--- src/rtl/irq_pkg.sv ---
package irq_pkg;
  typedef struct packed {
    logic stat_we;
    logic en_we;
  } irq_wsel_t;
endpackage

--- src/rtl/irq_bus_dec.sv ---
module irq_bus_dec
  import irq_pkg::*;
#(
  parameter int unsigned ADDR_W   = 4,
  parameter int unsigned NUM_SRC  = 7,
  parameter int unsigned STAT_OFS = 9,
  parameter int unsigned EN_OFS   = 10,
  localparam int unsigned DW      = NUM_SRC + 1
) (
  input  logic [ADDR_W-1:0]  addr_i,
  input  logic               wr_i,
  input  logic [DW-1:0]      stat_i,
  input  logic [NUM_SRC-1:0] en_i,
  output irq_wsel_t          wsel_o,
  output logic [DW-1:0]      rdata_o
);
  logic hit_stat, hit_en;

  assign hit_stat = (addr_i == ADDR_W'(STAT_OFS));
  assign hit_en   = (addr_i == ADDR_W'(EN_OFS));

  assign wsel_o.stat_we = wr_i & hit_stat;
  assign wsel_o.en_we   = wr_i & hit_en;

  always_comb begin
    rdata_o = '0;
    if (hit_stat)    rdata_o = stat_i;
    else if (hit_en) rdata_o = {1'b0, en_i};  // reserved top bit
  end
endmodule

--- src/rtl/irq_mask_reg.sv ---
module irq_mask_reg #(
  parameter int unsigned NUM_SRC = 7
) (
  input  logic               clk_i,
  input  logic               rst_ni,
  input  logic               we_i,
  input  logic [NUM_SRC-1:0] wdata_i,
  output logic [NUM_SRC-1:0] en_o,
  output logic [NUM_SRC-1:0] en_nxt_o
);
  logic [NUM_SRC-1:0] en_q;

  assign en_nxt_o = we_i ? wdata_i : en_q;
  assign en_o     = en_q;

  always_ff @(posedge clk_i or negedge rst_ni) begin
    if (!rst_ni) en_q <= '0;
    else         en_q <= en_nxt_o;
  end
endmodule

--- src/rtl/irq_flag_bank.sv ---
module irq_flag_bank #(
  parameter int unsigned NUM_SRC = 7
) (
  input  logic               clk_i,
  input  logic               rst_ni,
  input  logic [NUM_SRC-1:0] set_i,
  input  logic [NUM_SRC-1:0] clr_i,
  input  logic               sum_clr_i,
  input  logic [NUM_SRC-1:0] en_i,
  input  logic [NUM_SRC-1:0] en_nxt_i,
  output logic [NUM_SRC-1:0] flag_o,
  output logic               sum_o,
  output logic               hit_o
);
  logic [NUM_SRC-1:0] flag_q, flag_d;
  logic               sum_q, sum_d;

  for (genvar k = 0; k < NUM_SRC; k++) begin : g_flag
    // set beats clear so no event is dropped
    assign flag_d[k] = set_i[k] | (flag_q[k] & ~clr_i[k]);

    always_ff @(posedge clk_i or negedge rst_ni) begin
      if (!rst_ni) flag_q[k] <= 1'b0;
      else         flag_q[k] <= flag_d[k];
    end
  end

  // summary tracks the request that will be driven after this edge
  assign sum_d = (sum_q & ~sum_clr_i) | (|(flag_d & en_nxt_i));

  always_ff @(posedge clk_i or negedge rst_ni) begin
    if (!rst_ni) sum_q <= 1'b0;
    else         sum_q <= sum_d;
  end

  assign flag_o = flag_q;
  assign sum_o  = sum_q;
  assign hit_o  = |(flag_q & en_i);
endmodule

--- src/rtl/irq_ctrl.sv ---
module irq_ctrl
  import irq_pkg::*;
#(
  parameter int unsigned ADDR_W   = 4,
  parameter int unsigned NUM_SRC  = 7,
  parameter int unsigned STAT_OFS = 9,
  parameter int unsigned EN_OFS   = 10,
  localparam int unsigned DW      = NUM_SRC + 1
) (
  input  logic               clk_i,
  input  logic               rst_ni,
  input  logic [ADDR_W-1:0]  addr_i,
  input  logic               wr_i,
  input  logic [DW-1:0]      wdata_i,
  output logic [DW-1:0]      rdata_o,
  input  logic [NUM_SRC-1:0] src_i,
  output logic               irq_no
);
  irq_wsel_t          wsel;
  logic [NUM_SRC-1:0] en_q, en_nxt, flag_q, clr;
  logic               sum_q, hit;
  logic [DW-1:0]      stat_q;

  assign clr    = wsel.stat_we ? wdata_i[NUM_SRC-1:0] : '0;
  assign stat_q = {sum_q, flag_q};

  irq_bus_dec #(
    .ADDR_W(ADDR_W), .NUM_SRC(NUM_SRC), .STAT_OFS(STAT_OFS), .EN_OFS(EN_OFS)
  ) u_dec (
    .addr_i (addr_i),
    .wr_i   (wr_i),
    .stat_i (stat_q),
    .en_i   (en_q),
    .wsel_o (wsel),
    .rdata_o(rdata_o)
  );

  irq_mask_reg #(.NUM_SRC(NUM_SRC)) u_mask (
    .clk_i   (clk_i),
    .rst_ni  (rst_ni),
    .we_i    (wsel.en_we),
    .wdata_i (wdata_i[NUM_SRC-1:0]),
    .en_o    (en_q),
    .en_nxt_o(en_nxt)
  );

  irq_flag_bank #(.NUM_SRC(NUM_SRC)) u_bank (
    .clk_i    (clk_i),
    .rst_ni   (rst_ni),
    .set_i    (src_i),
    .clr_i    (clr),
    .sum_clr_i(wsel.stat_we & wdata_i[DW-1]),
    .en_i     (en_q),
    .en_nxt_i (en_nxt),
    .flag_o   (flag_q),
    .sum_o    (sum_q),
    .hit_o    (hit)
  );

  assign irq_no = ~hit;
endmodule

--- config.mk ---
export PLATFORM = sky130hd
export DESIGN_NAME = irq_ctrl
export DESIGN_NICKNAME = d
export VERILOG_FILES = /design/src/rtl/irq_pkg.sv /design/src/rtl/irq_bus_dec.sv /design/src/rtl/irq_mask_reg.sv /design/src/rtl/irq_flag_bank.sv /design/src/rtl/irq_ctrl.sv
export SDC_FILE = /design/constraint.sdc
export NUM_CORES = 1
export LEC_CHECK = 0
export BUFFER_PORTS_ARGS = -buffer_cell sky130_fd_sc_hd__buf_2
export CAP_MARGIN = 20
export CORE_MARGIN = 2
export CORE_UTILIZATION = 50
export CTS_BUF_LIST = sky130_fd_sc_hd__clkbuf_16
export CTS_CLUSTER_SIZE = 16
export DETAILED_ROUTE_END_ITERATION = 12
export PLACE_DENSITY = 0.81
export RECOVER_POWER = 50
export SETUP_SLACK_MARGIN = 0.15
export SYNTH_ARGS = -nofsm -noshare
export SYNTH_HDL_FRONTEND = slang
export SYNTH_SLANG_ARGS = --single-unit
--- constraint.sdc ---
create_clock -name clk_i -period 2.7 [get_ports clk_i]
set_clock_uncertainty 0.05 [all_clocks]
set_input_delay 0.405 -clock clk_i [delete_from_list [all_inputs] [get_ports clk_i]]
set_output_delay 0.405 -clock clk_i [all_outputs]
set_load 0.05 [all_outputs]
; After elaboration in Yosys (flattened, before gate mapping)
; Index checks and enable logic that the tools add are counted.
[word_totals]
ff_bits = 15
in_bits = 22
word_cells = 47
output_inout_bits = 9
[op_classes]
eq_ne = 2
reduce_logical = 2
muxes = 4
bitwise = 30
[op_table]
columns = cell, count
row1 = 2-to-1 mux 7 bit, 3
row2 = AND 7 bit, 2
row3 = OR reduction 7 bit, 2
row4 = AND 1 bit, 11
row5 = inverter 1 bit, 9
row6 = equality test 4 bit (second input constant), 2
row7 = 2-to-1 mux 8 bit, 1
row8 = bitwise OR 1 bit, 8

; Logic depth before layout (Yosys ltp)
[logic_depth]
depth_word = 9
ltp_mapped = 7
mapped_depth_nobuf = 5

; Cells and area by module
; Synthesis repeated with hierarchy kept, for this count alone.
[hier_totals]
hier_cells = 90
hier_area_um2 = 940.9
[modules_own_cells]
columns = mod, area_each_um2, n_inst, cells_each
row1 = irq_flag_bank, 395.4, 1, 37
row2 = irq_mask_reg, 291.5, 1, 15
row3 = irq_bus_dec, 200.2, 1, 29
row4 = irq_ctrl, 53.8, 1, 9

; Least setup slack after synthesis
; OpenSTA, ideal clock, no wires.
[synth_path]
kind = in2out
start = input port addr_i[0]
end = output port rdata_o[0]
arrival_time_ns = 1.583
slack_ns = 0.662
stages = 5
cell_sequence = nor2b_1 -> buf_2 -> buf_2 -> a22oi_1 -> nor2_1
[synth_via]
elab_chain_len = 3
word_cells_on_any_way = 4
classes_between = eq/ne (2) / mux (2)
[synth_lines]
columns = element, line_no
row1 = "start, declared", irq_ctrl.sv:12  ; input logic [ADDR_W-1:0] addr_i,
row2 = equality test 4 bit, irq_bus_dec.sv:20  ; assign hit_en = (addr_i == ADDR_W'(EN_OFS));
row3 = 2-to-1 mux 7 bit, irq_bus_dec.sv:28  ; else if (hit_en) rdata_o = {1'b0, en_i};
row4 = 2-to-1 mux 8 bit (*), irq_bus_dec.sv:27  ; if (hit_stat) rdata_o = stat_i;
row5 = "end, declared", irq_ctrl.sv:15  ; output logic [DW-1:0] rdata_o,
; Mark *: on every way between the ends. The rest lies on a longest branch, timed or not.

; Worst setup path after layout
[layout_path]
start = register u_mask.en_q[3], in the netlist u_mask.en_o[3]
end = output port irq_no
[layout_via]
elab_chain_len = 3
[layout_lines]
columns = element, line_no
row1 = "start, declared", irq_mask_reg.sv:11  ; logic [NUM_SRC-1:0] en_q;
row2 = "start signal, assigned", irq_mask_reg.sv:18  ; else en_q <= en_nxt_o;
row3 = AND 7 bit, irq_flag_bank.sv:38  ; assign hit_o = |(flag_q & en_i);
row4 = OR reduction 7 bit, irq_flag_bank.sv:38
row5 = inverter 1 bit, irq_ctrl.sv:60  ; assign irq_no = ~hit;
row6 = "end, declared", irq_ctrl.sv:17  ; output logic irq_no
; No other way between the ends.

==> metrics.yaml <==
outcome:
  status: "finished, final reports clean"
timing:
  hold_violations: 0
  slew_headroom_pct: 47.4
  layout_min_cycle_time_ns: 1.92
  finalCritPeriodShare_pct: 71.0
  setup_viol: 0
  rsz0062_at_grt: "no"
  fmax_mhz: 522
  tightest_slew_ns: 0.789
  slew_violations: 0
  final.setup.tns_ns: 0
synthesis:
  netlist.area_leader.share_pct: 45.7
  avgSynthCellArea_um2: 11.2
  ys_top_cells_by_count: "dfrtp_1 (15), a22oi_1 (9), nand3_1 (8), nor2_1 (8), a21o_1 (7)"
  synth_area_leader_cell: "dfrtp_1"
  synth_seq_cells: 15
  syn_inst: 73
  syn_nets: 95
  ys_top_cells_by_area: "dfrtp_1 (46%), mux2_4 (11%), a22oi_1 (8.2%)"
  synthFlopType: "dfrtp_1"
  synthMostInstantiatedCell: "dfrtp_1"
  ys.warnings.count: 0
  synthDistinctLibCells: 19
  syn-cell-area_um2: 821
  synth-edff-count: 0
  synthArstFlopShare_pct: 100
  ys_seq_area_share_pct: 45.7
routing:
  viasPerCell: 6.08
  drt_iter0_drc: 45
  drc: 0
  dr.pass1.iters: 4
  vias: 730
  drtAntennaViolNets: 0
  wl_per_cell_um: 17.3
  routed_wl_um: 2080
placed_design:
  gp_congestion: 0.822
  place_hpwl_um: 1450
  placed_area_um2: 972
  portBuffers: 30
cts:
  cts_max_level: 1
  root_buffer: "clkbuf_16"
  worstSkewPairLatency_ns: 0.25
  cts_tree: "yes"
  cts_made_buffers: 3
  post_cts_buffers: 0
  cts_hold_buf: 0
  cts.sinks: 15
  cts_max_path_buffers: 2
  cts_resized: 0
  clk_pin_slew_ns: 0.05
final_layout:
  layout.nets: 127
  final_area_um2: 1050
  ff_latch_area_um2: 375
  fillers: 121
  multi_input_area_um2: 404
  area_delta_synth_final_pct: 27.9
  layout-drive-gt1-share_pct: 45.2
  n_antenna_cell: 0
grt:
  grt.total_usage_pct: 24.7
  grt_max_degree: 17
  grt-ovfl-total: 0
  first_global_vias: 711
  grt_first_pass_wirelength_um: 3420
  antenna_found_initial: 0
floorplanning:
  die_height_um: 44.5
  initial_core_util_pct: 53.9
  dieWidth_um: 44.5
  rows: 14
  core_um2: 1520
  die-area_um2: 1980
  ios: 31
setup_path:
  end_kind: "output port"
  ff2ff_path_depth: 3
  r2r_slack_ns: 1.51
  arrival_ns: 1.46
  rr_endpoint: "u_bank.sum_o"
  cp-endpoint: "irq_no"
  critPathLaunchType: "flip-flop"
  crit_type: "flip-flop to output port"
  worstSetupStartpoint: "u_mask.en_o[3]"
  crit_path_max_fanout: 3
  r2r_start: "u_mask.en_o[2]"
  cp.required_ns: 2.25
power_and_ir_drop:
  p_per_area_nw_per_um2: 686
  ir_drop_mv: 0.467
  p_leak_nw: 0.474
job:
  cap_violations: 0
hold_path:
  hold_class: "primary input to async pin"
==> registers in the layout (all words and copies together) (netlist names) <==
| name | flops |
|---|---|
| u_bank.flag_o | 7 |
| u_mask.en_o | 7 |
| u_bank.sum_o | 1 |
==> critical path, stage by stage (launching register included) <==
cell and delay [ns]:
dfrtp_1 0.40, a222oi_1 0.35, and3_1 0.21, buf_2 0.26
==> cell families (layout without fill, tap and decap cells) <==
| kind of cell | after synthesis | in the layout | share of synthesized area [%] |
|---|---|---|---|
| and+or+nand+nor | 24 | 24 | 14.9 |
| AOI/OAI and AO/OA | 21 | 21 | 22.0 |
| buffers and inverters | 6 | 37 | 5.03 |
| DFF | 15 | 15 | 45.7 |
| muxes | 7 | 7 | 12.3 |
==> worst min-delay path by stage <==
stage	start	end	slack, ns	cells past startpoint
2_1_floorplan	rst_ni	u_bank.flag_o[0]	0.06	0
3_3_place_gp	rst_ni	u_mask.en_o[2]	0.28	1
3_5_place_dp	rst_ni	u_bank.flag_o[2]	0.27	1
4_1_cts	rst_ni	u_mask.en_o[5]	0.02	1
5_1_grt	rst_ni	u_mask.en_o[5]	0.26	1
6_report	rst_ni	u_bank.flag_o[5]	0.17	1
==> area by class of cell <==
cell class                      instances  area share [%]
Clock buffer                            3            7.15
Clock inverter                          1           0.477
Multi-Input combinational cell         52            38.5
Sequential cell                        15            35.8
Tap cell                               16            1.91
Timing Repair Buffer                   33            16.2
==> stage by stage <==
step	power, mW	util (%)	worst slack (ns)	std cells	hold WS, ns
after floorplan	0.383	-	0.662	73	0.0594
after global placement	0.424	63.8	0.829	116	0.276
after detailed placement	0.429	63.8	0.779	116	0.275
after CTS	0.720	69.0	0.806	120	0.0151
after global routing	0.747	68.9	0.694	120	0.263
final	0.720	68.9	0.784	120	0.165
==> per-layer routing <==
metal  vias to the layer above  global-route usage [%]  share of wire (%)
li1                        334                       -                  -
met1                       361                    33.4                 42
met2                        26                    35.9                 50
met3                         9                    5.31                4.2
met4                         0                    15.2                3.8
met5                         -                       0                  0
==> power by group <==
group / switching [mW] / internal (mW) / total [mW]
combinational: 0.0779 / 0.0760 / 0.154
clock: 0.0945 / 0.198 / 0.292
sequential: 0.0231 / 0.251 / 0.274
==> cells in the final DEF, fill, tap and decap left out, drive strengths merged, types with 2 or more instances in the layout <==
cell type,instances
a21o,7
a22oi,13
buf,31
clkbuf,5
dfrtp,15
mux2,7
nand3,8
nor2,8
nor2b,2
(Power assumes the default switching activity.)
